**src/rtl/gpc_pkg.sv**
```systemverilog
package gpc_pkg;
  typedef struct packed {
    logic       rsvd;
    logic       pr_sel;
    logic       hi_live;
    logic       dir_sw;
    logic       dir_down;
    logic [1:0] clk_src;
    logic [1:0] en_ctl;
    logic [1:0] en_src;
    logic [2:0] reload;
    logic       out_inv;
    logic       out_src;
  } mode_t;

  localparam logic [1:0] CLK_X1  = 2'd0;
  localparam logic [1:0] CLK_X2  = 2'd1;
  localparam logic [1:0] CLK_X4  = 2'd2;
  localparam logic [1:0] CLK_INT = 2'd3;

  localparam logic [2:0] RL_TRAIN  = 3'd1;
  localparam logic [2:0] RL_SINGLE = 3'd2;
  localparam logic [2:0] RL_INDEX  = 3'd4;

  localparam logic [1:0] EN_OFF = 2'd0;
  localparam logic [1:0] EN_HW  = 2'd2;

  localparam logic [1:0] HS_IDX  = 2'd0;
  localparam logic [1:0] HS_NIDX = 2'd1;
  localparam logic [1:0] HS_CAP  = 2'd2;

  localparam int CMD_RST = 15;
  localparam int CMD_LD  = 14;
  localparam int CMD_CLR = 3;

  localparam logic [1:0] RA_LO   = 2'd0;
  localparam logic [1:0] RA_HI   = 2'd1;
  localparam logic [1:0] RA_MODE = 2'd2;
  localparam logic [1:0] RA_CMD  = 2'd3;
endpackage

```
**src/rtl/gpc_sync.sv**
```systemverilog
module gpc_sync #(
  parameter int W      = 1,
  parameter int STAGES = 2
) (
  input  logic         clk,
  input  logic         rst_n,
  input  logic [W-1:0] din,
  output logic [W-1:0] dout
);
  logic [W-1:0] stg_q [STAGES];

  always_ff @(posedge clk) begin
    if (!rst_n) begin
      for (int i = 0; i < STAGES; i++) stg_q[i] <= '0;
    end else begin
      stg_q[0] <= din;
      for (int i = 1; i < STAGES; i++) stg_q[i] <= stg_q[i-1];
    end
  end

  assign dout = stg_q[STAGES-1];
endmodule

```
**src/rtl/gpc_quad.sv**
```systemverilog
module gpc_quad
  import gpc_pkg::*;
(
  input  logic       clk,
  input  logic       rst_n,
  input  logic       a,
  input  logic       b,
  input  logic [1:0] clk_src,
  output logic       step,
  output logic       up
);
  logic [1:0] prev_q;
  logic [1:0] cur;
  logic       fwd;
  logic       rev;
  logic       a_moved;

  assign cur = {a, b};

  always_ff @(posedge clk) begin
    if (!rst_n) prev_q <= 2'b00;
    else        prev_q <= cur;
  end

  // forward order of {A,B}: 00 -> 10 -> 11 -> 01 -> 00
  always_comb begin
    fwd = 1'b0;
    rev = 1'b0;
    unique case ({prev_q, cur})
      4'b0010, 4'b1011, 4'b1101, 4'b0100: fwd = 1'b1;
      4'b1000, 4'b1110, 4'b0111, 4'b0001: rev = 1'b1;
      default: ;
    endcase
  end

  assign a_moved = prev_q[1] ^ cur[1];

  always_comb begin
    unique case (clk_src)
      CLK_X4:  step = fwd | rev;
      CLK_X2:  step = (fwd | rev) & a_moved;
      CLK_X1:  step = ({prev_q, cur} == 4'b0010) | ({prev_q, cur} == 4'b1000);
      default: step = 1'b0;
    endcase
  end

  assign up = fwd;
endmodule

```
**src/rtl/gpc_core.sv**
```systemverilog
module gpc_core
  import gpc_pkg::*;
#(
  parameter int CW       = 24,
  parameter int PRESCALE = 4
) (
  input  logic          clk,
  input  logic          rst_n,
  input  mode_t         mode,
  input  logic          pr_wr_lo,
  input  logic          pr_wr_hi,
  input  logic          cmd_wr,
  input  logic [15:0]   wdata,
  input  logic          q_step,
  input  logic          q_up,
  input  logic          idx_lvl,
  input  logic          idx_rise,
  output logic [CW-1:0] cnt,
  output logic          cap,
  output logic          out_pin
);
  localparam int HW = CW - 16;
  localparam int PW = (PRESCALE > 1) ? $clog2(PRESCALE) : 1;

  logic [CW-1:0] cnt_q, pr0_q, pr1_q;
  logic [PW-1:0] pre_q;
  logic          ph_q, cap_q, done_q;
  logic          tick, stp, dir_up, hw_en, en, run, at_end, tc;
  logic          c_rst, c_ld, c_clr, idx_ld, tc_eff;
  logic          unused_mode;

  assign unused_mode = ^{mode.rsvd, mode.hi_live};

  assign c_rst  = cmd_wr & wdata[CMD_RST];
  assign c_ld   = cmd_wr & wdata[CMD_LD];
  assign c_clr  = cmd_wr & wdata[CMD_CLR];
  assign idx_ld = idx_rise & (mode.reload == RL_INDEX);

  // preload registers, selected by mode
  always_ff @(posedge clk) begin
    if (!rst_n) begin
      pr0_q <= '0;
      pr1_q <= '0;
    end else begin
      if (pr_wr_lo && !mode.pr_sel) pr0_q[15:0]    <= wdata;
      if (pr_wr_lo &&  mode.pr_sel) pr1_q[15:0]    <= wdata;
      if (pr_wr_hi && !mode.pr_sel) pr0_q[CW-1:16] <= wdata[HW-1:0];
      if (pr_wr_hi &&  mode.pr_sel) pr1_q[CW-1:16] <= wdata[HW-1:0];
    end
  end

  // internal prescaled tick, restarted by any command write
  assign tick = (pre_q == PW'(PRESCALE - 1));

  always_ff @(posedge clk) begin
    if (!rst_n)      pre_q <= '0;
    else if (cmd_wr) pre_q <= '0;
    else if (tick)   pre_q <= '0;
    else             pre_q <= pre_q + 1'b1;
  end

  always_comb begin
    if (mode.clk_src == CLK_INT) begin
      stp    = tick;
      dir_up = ~mode.dir_down;
    end else begin
      stp    = q_step;
      dir_up = mode.dir_sw ? ~mode.dir_down : q_up;
    end
  end

  always_comb begin
    unique case (mode.en_src)
      HS_IDX:  hw_en = idx_lvl;
      HS_NIDX: hw_en = ~idx_lvl;
      HS_CAP:  hw_en = cap_q;
      default: hw_en = ~cap_q;
    endcase
    unique case (mode.en_ctl)
      EN_OFF:  en = 1'b0;
      EN_HW:   en = hw_en;
      default: en = 1'b1;
    endcase
  end

  assign run    = stp & en & ~done_q;
  assign at_end = dir_up ? (cnt_q == {CW{1'b1}}) : (cnt_q == '0);
  assign tc     = run & at_end;
  assign tc_eff = tc & ~c_rst & ~c_ld & ~idx_ld;

  always_ff @(posedge clk) begin
    if (!rst_n) begin
      cnt_q  <= '0;
      ph_q   <= 1'b0;
      done_q <= 1'b0;
      cap_q  <= 1'b0;
    end else begin
      if (c_rst) begin
        cnt_q  <= '0;
        ph_q   <= 1'b0;
        done_q <= 1'b0;
      end else if (c_ld) begin
        cnt_q  <= pr0_q;
        ph_q   <= 1'b0;
        done_q <= 1'b0;
      end else if (idx_ld) begin
        cnt_q <= pr0_q;
      end else if (run) begin
        if (tc && mode.reload == RL_TRAIN) begin
          cnt_q <= ph_q ? pr0_q : pr1_q;
          ph_q  <= ~ph_q;
        end else if (tc && mode.reload == RL_SINGLE) begin
          if (!ph_q) begin
            cnt_q <= pr1_q;
            ph_q  <= 1'b1;
          end else begin
            cnt_q  <= pr0_q;
            ph_q   <= 1'b0;
            done_q <= 1'b1;
          end
        end else begin
          cnt_q <= dir_up ? cnt_q + 1'b1 : cnt_q - 1'b1;
        end
      end
      if (c_clr) begin
        cap_q  <= 1'b0;
        done_q <= 1'b0;
      end else if (tc_eff && (mode.reload != RL_SINGLE || ph_q)) begin
        cap_q <= 1'b1;
      end
    end
  end

  assign cnt     = cnt_q;
  assign cap     = cap_q;
  assign out_pin = (mode.out_src ? cap_q : ph_q) ^ mode.out_inv;
endmodule

```
**src/rtl/gpc_counter24.sv**
```systemverilog
module gpc_counter24
  import gpc_pkg::*;
#(
  parameter int CW          = 24,
  parameter int PRESCALE    = 4,
  parameter int SYNC_STAGES = 2
) (
  input  logic        clk,
  input  logic        rst_n,
  input  logic        bus_wr,
  input  logic        bus_rd,
  input  logic [1:0]  bus_addr,
  input  logic [15:0] bus_wdata,
  output logic [15:0] bus_rdata,
  output logic        bus_rvalid,
  input  logic        enc_a,
  input  logic        enc_b,
  input  logic        enc_idx,
  output logic        cnt_out
);
  localparam int HW = CW - 16;

  mode_t         mode_q;
  logic [HW-1:0] snap_q;
  logic [15:0]   rdata_q;
  logic          rvalid_q;
  logic [2:0]    pins_s;
  logic          idx_prev_q, idx_rise;
  logic          q_step, q_up;
  logic [CW-1:0] cnt_w;
  logic          cap_w;
  logic [HW-1:0] hi_sel;

  gpc_sync #(.W(3), .STAGES(SYNC_STAGES)) u_sync (
    .clk  (clk),
    .rst_n(rst_n),
    .din  ({enc_a, enc_b, enc_idx}),
    .dout (pins_s)
  );

  always_ff @(posedge clk) begin
    if (!rst_n) idx_prev_q <= 1'b0;
    else        idx_prev_q <= pins_s[0];
  end
  assign idx_rise = pins_s[0] & ~idx_prev_q;

  gpc_quad u_quad (
    .clk    (clk),
    .rst_n  (rst_n),
    .a      (pins_s[2]),
    .b      (pins_s[1]),
    .clk_src(mode_q.clk_src),
    .step   (q_step),
    .up     (q_up)
  );

  gpc_core #(.CW(CW), .PRESCALE(PRESCALE)) u_core (
    .clk     (clk),
    .rst_n   (rst_n),
    .mode    (mode_q),
    .pr_wr_lo(bus_wr && bus_addr == RA_LO),
    .pr_wr_hi(bus_wr && bus_addr == RA_HI),
    .cmd_wr  (bus_wr && bus_addr == RA_CMD),
    .wdata   (bus_wdata),
    .q_step  (q_step),
    .q_up    (q_up),
    .idx_lvl (pins_s[0]),
    .idx_rise(idx_rise),
    .cnt     (cnt_w),
    .cap     (cap_w),
    .out_pin (cnt_out)
  );

  always_ff @(posedge clk) begin
    if (!rst_n)                          mode_q <= '0;
    else if (bus_wr && bus_addr == RA_MODE) mode_q <= mode_t'({1'b0, bus_wdata[14:0]});
  end

  assign hi_sel = mode_q.hi_live ? cnt_w[CW-1:16] : snap_q;

  always_ff @(posedge clk) begin
    if (!rst_n) begin
      rdata_q  <= '0;
      rvalid_q <= 1'b0;
      snap_q   <= '0;
    end else begin
      rvalid_q <= bus_rd;
      if (bus_rd) begin
        unique case (bus_addr)
          RA_LO: begin
            rdata_q <= cnt_w[15:0];
            if (!mode_q.hi_live) snap_q <= cnt_w[CW-1:16];
          end
          RA_HI:   rdata_q <= {{(16-HW){1'b0}}, hi_sel};
          RA_MODE: rdata_q <= {1'b0, mode_q[14:0]};
          default: rdata_q <= '0;
        endcase
      end
    end
  end

  assign bus_rdata  = rdata_q;
  assign bus_rvalid = rvalid_q;
endmodule

```
**config.mk**
```make
export PLATFORM = sky130hd
export DESIGN_NAME = gpc_counter24
export DESIGN_NICKNAME = d
export VERILOG_FILES = /design/src/rtl/gpc_pkg.sv /design/src/rtl/gpc_sync.sv /design/src/rtl/gpc_quad.sv /design/src/rtl/gpc_core.sv /design/src/rtl/gpc_counter24.sv
export SDC_FILE = /design/constraint.sdc
export NUM_CORES = 1
export LEC_CHECK = 0
export ABC_CLOCK_PERIOD_IN_PS = 8440
export BUFFER_PORTS_ARGS = -buffer_cell sky130_fd_sc_hd__clkbuf_2
export CAP_MARGIN = 15
export CORE_ASPECT_RATIO = 1.2
export CORE_MARGIN = 3
export CORE_UTILIZATION = 55
export DETAILED_ROUTE_END_ITERATION = 6
export PLACE_DENSITY_LB_ADDON = 0.25
export SLEW_MARGIN = 5
export SYNTH_ARGS = -nofsm -noshare
export SYNTH_HDL_FRONTEND = slang
export SYNTH_HIERARCHICAL = 1
export SYNTH_SLANG_ARGS = --single-unit
export TNS_END_PERCENT = 30
```
**constraint.sdc**
```tcl
create_clock -name clk -period 8.44 [get_ports clk]
set_input_delay 0.422 -clock clk [delete_from_list [all_inputs] [get_ports clk]]
set_output_delay 0.422 -clock clk [all_outputs]
set_load 0.03 [all_outputs]
```
# After elaboration in Yosys (flattened, before gate mapping)
# Memory sizes are Yosys's and may differ from the RTL's.
# Cells that the tools add are included.
# word_totals
output_inout_bits	18
ff_bits	120
mem_bits_rw	6
input_bits	25
mem_count	1
elab_cells	137
# memory_table
memory	words	word_bits	rd	rd_clocked_by_memory_dff	write_ports	line	source
u_sync.stg_q	2	3	2	0	2	gpc_sync.sv:10	logic [W-1:0] stg_q [STAGES];
# op_classes
n_bitwise	30
reduce_logical	30
n_mux	26
addsub	3
eq_ne	23
# ops
op	count
$mux 24	7
$pmux 16 s3	1
$add 24x1->24 const B	1
$eq 24x24->1 const B	1
$logic_not 24->1	1
$sub 24x1->24 const B	1
$eq 4x4->1 const B	4
$eq 2x2->1 const B	7
$and 1x1->1	12
$mux 1	12
$not 1->1	12
$reduce_or 4->1	3
$logic_and 1x1->1	11
$eq 4x3->1 const B	2
$logic_not 2->1	4
$mux 8	1
$eq 2x1->1 const B	3
$mux 3	2
$pmux 1 s3	2
$reduce_and 3->1	2
$reduce_or 3->1	2
$reduce_and 5->1	1
$eq 4x1->1 const B	1
$eq 4x2->1 const B	1
other kinds (13)	18

# Longest topological paths before layout
# An unclocked memory read counts as a cell.
# logic_depth
depth_word	17
depth_mapped	16
depth_no_buf	14

# By module
# Netlist, hierarchy kept.
# modules_own_cells
module	cells_each	area_each_um2	seq_area_each_um2	n_inst
gpc_core	607	4565.6	1541.5	1
gpc_counter24	208	1835.5	820.8	1
gpc_sync	15	180.2	120.1	1
gpc_quad	14	132.6	40.0	1

# Least setup slack after synthesis
# Ideal clock, no wire load.
# synth_timing
kind	reg-to-reg
start	memory u_sync.stg_q[1][1] (netlist: u_sync/stg_q[0][4])
end	register u_core.cnt_q[20] (netlist: u_core/cnt[20])
n_path_buf	2
setup_time_ps	74
arrival_ps	3444
synth_period_minus_slack_ps	3518
required_ps	8366
slack_ps	4922
stages_incl_launch_ff	17
cell_sequence	dfxtp_1 > buf_4 > xor2_1 > nor2_1 > a211oi_2 > a21oi_1 > clkbuf_1 > xnor2_1 > ha_1 > nor4_1 > nand4_1 > a21boi_0 > or4b_2 > o21ai_0 > nor3b_1 > a221oi_1 > a31oi_1
# synth_lines
item	line	source
start, declared	gpc_sync.sv:10	
end signal, assigned	gpc_core.sv:103	cnt_q <= pr0_q;
end signal, assigned	gpc_core.sv:107	cnt_q <= pr0_q;
end signal, assigned	gpc_core.sv:110	cnt_q <= ph_q ? pr0_q : pr1_q;
end, declared	gpc_core.sv:25	logic [CW-1:0] cnt_q, pr0_q, pr1_q;

==> impl_metrics.tcl <==
set metrics [dict create \
    status "finished, final reports clean" \
    max_stage_delay_ps 610 \
    regArea_um2 2520 \
    place_hpwl_um 15000 \
    grt_pass1_vias 6023 \
    fin_util_pct 63.2 \
    area.growth.synth_to_final_pct 10.4 \
    max_freq_mhz 260 \
    hold_path.class "input port to flip-flop" \
    synthesis.nets 870 \
    holdCritStartpoint "enc_b" \
    nets 868 \
    arrival_ps 4160 \
    avgRoutedWirePerCell_um 20.5 \
    clockBufferDepth 2 \
    slew-limit-headroom_pct 31.6 \
    clock_latency_ps 410 \
    timing.final.hold_violations 0 \
    row_count 43 \
    drc 0 \
    worst_pin_slew_ps 1020 \
    fillers 1062 \
    synth_area_um2 6710 \
    skew_ps 9.33 \
    crit_type "flip-flop to flip-flop" \
    setup_viol 0 \
    clkSlewWorstSetupHoldPaths_ps 60 \
    cts-resized-gates 0 \
    synthCells 843 \
    avgSynthCellArea_um2 7.96 \
    finalSetupTns_ps 0 \
    rsz0062_at_grt "false" \
    path_buf_inv 1 \
    crit_family "simple AND/OR/NAND/NOR gates" \
    grt_max_degree 98 \
    post_drt_via_cell_ratio 6.37 \
    fp.coreArea_um2 11700 \
    crit_fanout 18 \
    power_frac_seq_pct 41.6 \
    slew_violations 0 \
    port_buffers 42 \
    die-area_um2 13600 \
    clkPwrFrac_pct 47.8 \
    antenna_found_initial 1 \
    dieWidth_um 107 \
    startpoint "u_sync/stg_q[0][5]" \
    path_common_cell "xnor2_1" \
    hold_buffers 0 \
    route.vias.total 6440 \
    track_usage_pct 30.7 \
    overflow 0 \
    cp_slowest_cell "or4b_2" \
    yosysWarnings 6 \
    cts_buffers 17 \
    postRouteAntennaNets 0 \
    finalCriticalPeriod_ps 3840 \
    first_pass_iters 5 \
    power.net_switching_uw 377 \
    critPathLaunchType "flip-flop" \
    drt-initial-drc-count 606 \
    end_kind "flip-flop" \
    rr_startpoint "u_sync/stg_q[0][5]" \
    finalWeightedCongestion 0.982 \
    htreeDepth 4 \
    worstPathRequired_ps 8760 \
    fin_crit_sh_pct 45.5 \
    wirelength_um 20700 \
    cts_tree "built" \
    path_cells "xnor2_1, nor2_1, a211oi_2, a21oi_1, buf_4, xnor2_1, ha_1, nor4_1, nand4_1, a21boi_0, or4b_2, o21ai_0, nor3b_1, a221oi_1, a31oi_1" \
    ios 43 \
    power_frac_comb_pct 10.6 \
    numClockSinks 126 \
    irDropWorstVdd_v 0.000140 \
    switching_share_pct 25.0 \
    initial_core_util_pct 57.2 \
    multi_input_area_um2 3830 \
    cts_root_buf "clkbuf_16" \
    p_leak_uw 0.00259 \
    antenna_cells 0 \
    drv_cap 0 \
    p_per_area_nw_per_um2 203 \
    die-height_um 127 \
    internal_power_uw 1130 \
    drive_above_1_share_pct 11.0 \
    grt_pass1_wl_um 32500 \
    cts_setup_buffers 0 \
]
## worst reg2reg max path: stages (launching register included)
cell,delay (ps)
dfxtp_1,410
xnor2_1,150
nor2_1,80
a211oi_2,380
a21oi_1,80
buf_4,220
xnor2_1,170
ha_1,250
nor4_1,280
nand4_1,130
a21boi_0,370
or4b_2,610
o21ai_0,140
nor3b_1,240
a221oi_1,70
a31oi_1,190
## power groups by stage
| stage | logic, uW | registers (uW) | clock network, uW |
|---|---|---|---|
| 2_1_floorplan | 115 | 630 | 0 |
| 3_3_place_gp | 154 | 638 | 0 |
| 3_5_place_dp | 154 | 639 | 0 |
| 4_1_cts | 156 | 626 | 726 |
| 5_1_grt | 173 | 628 | 754 |
| 6_report | 160 | 627 | 720 |
## metal layers
metal | global-route usage [%] | wire length (um) | part of all wire (%) | up-vias
met3 | 5.71 | 1450 | 7.0 | 55
met1 | 41.4 | 8730 | 42 | 3085
met2 | 47.7 | 9750 | 47 | 308
met4 | 14.2 | 787 | 3.8 | 0
li1 | - | - | - | 2992
met5 | 0 | 0 | 0 | -
## worst paths after layout
path,slack (ps),end,cells past startpoint
worst max-delay path,4600,u_core/cnt[20],15
worst min-delay path,220,u_sync/stg_q[0][1],2
worst max register to register,4600,u_core/cnt[20],15
worst min register to register,430,u_core/pre_q[0],1
## state kept, by name (all words and copies together) (netlist names)
register / flops
u_core/done_q: 1
u_quad/prev_q: 2
mode_q: 15
u_sync/stg_q: 6
u_core/cnt: 24
u_core/pre_q: 2
snap_q: 8
idx_prev_q: 1
u_core/pr1_q: 24
bus_rdata: 16
u_core/ph_q: 1
bus_rvalid: 1
u_core/pr0_q: 24
u_core/cap: 1
## layout make-up
cell class,instances,share of cell area (%)
clock inverter,11,1.92
clock buffer,21,5.94
inverter,9,0.456
timing repair buffer,47,3.34
multi-input combinational,640,51.6
sequential,126,34.0
tap,157,2.65
## placed cells by master (no fill, tap or decap), types with 4 or more instances in the layout
master     count
and2_1        14
nor3_1        10
nand4_1        7
a221oi_1       4
nor4b_1        4
a22o_1         8
mux2i_1       32
xor2_1         4
nand2_1      199
a21o_1        10
or4_1          5
inv_1          9
o21ai_0       25
dfxtp_1      126
clkinv_2       4
o211ai_1       8
nor2_1        30
clkbuf_16     17
buf_4          5
clkbuf_1       4
nor4_1        15
a21oi_1       35
and3_1         7
clkbuf_2      42
nand3_1       21
nor3b_1        6
nor2b_1        8
a21boi_0      63
xnor2_1       13
a21boi_1      10
or3_1          9
a31oi_1       16
a22oi_1        7
o22ai_1       15
## stage by stage
step                      std cells  setup WS (ps)  total power (uW)  instance area [um2]  hold slack, ps
after floorplan                 843           4920               744                 6710             405
after global placement          978           4850               793                 6820             413
after detailed placement        978           4720               793                 6820             425
after CTS                      1010           4700              1510                 7400             209
after global routing           1011           4400              1550                 7410             215
final                          1011           4600              1510                 7410             216
Note: power is estimated with default switching activity, not from simulation.
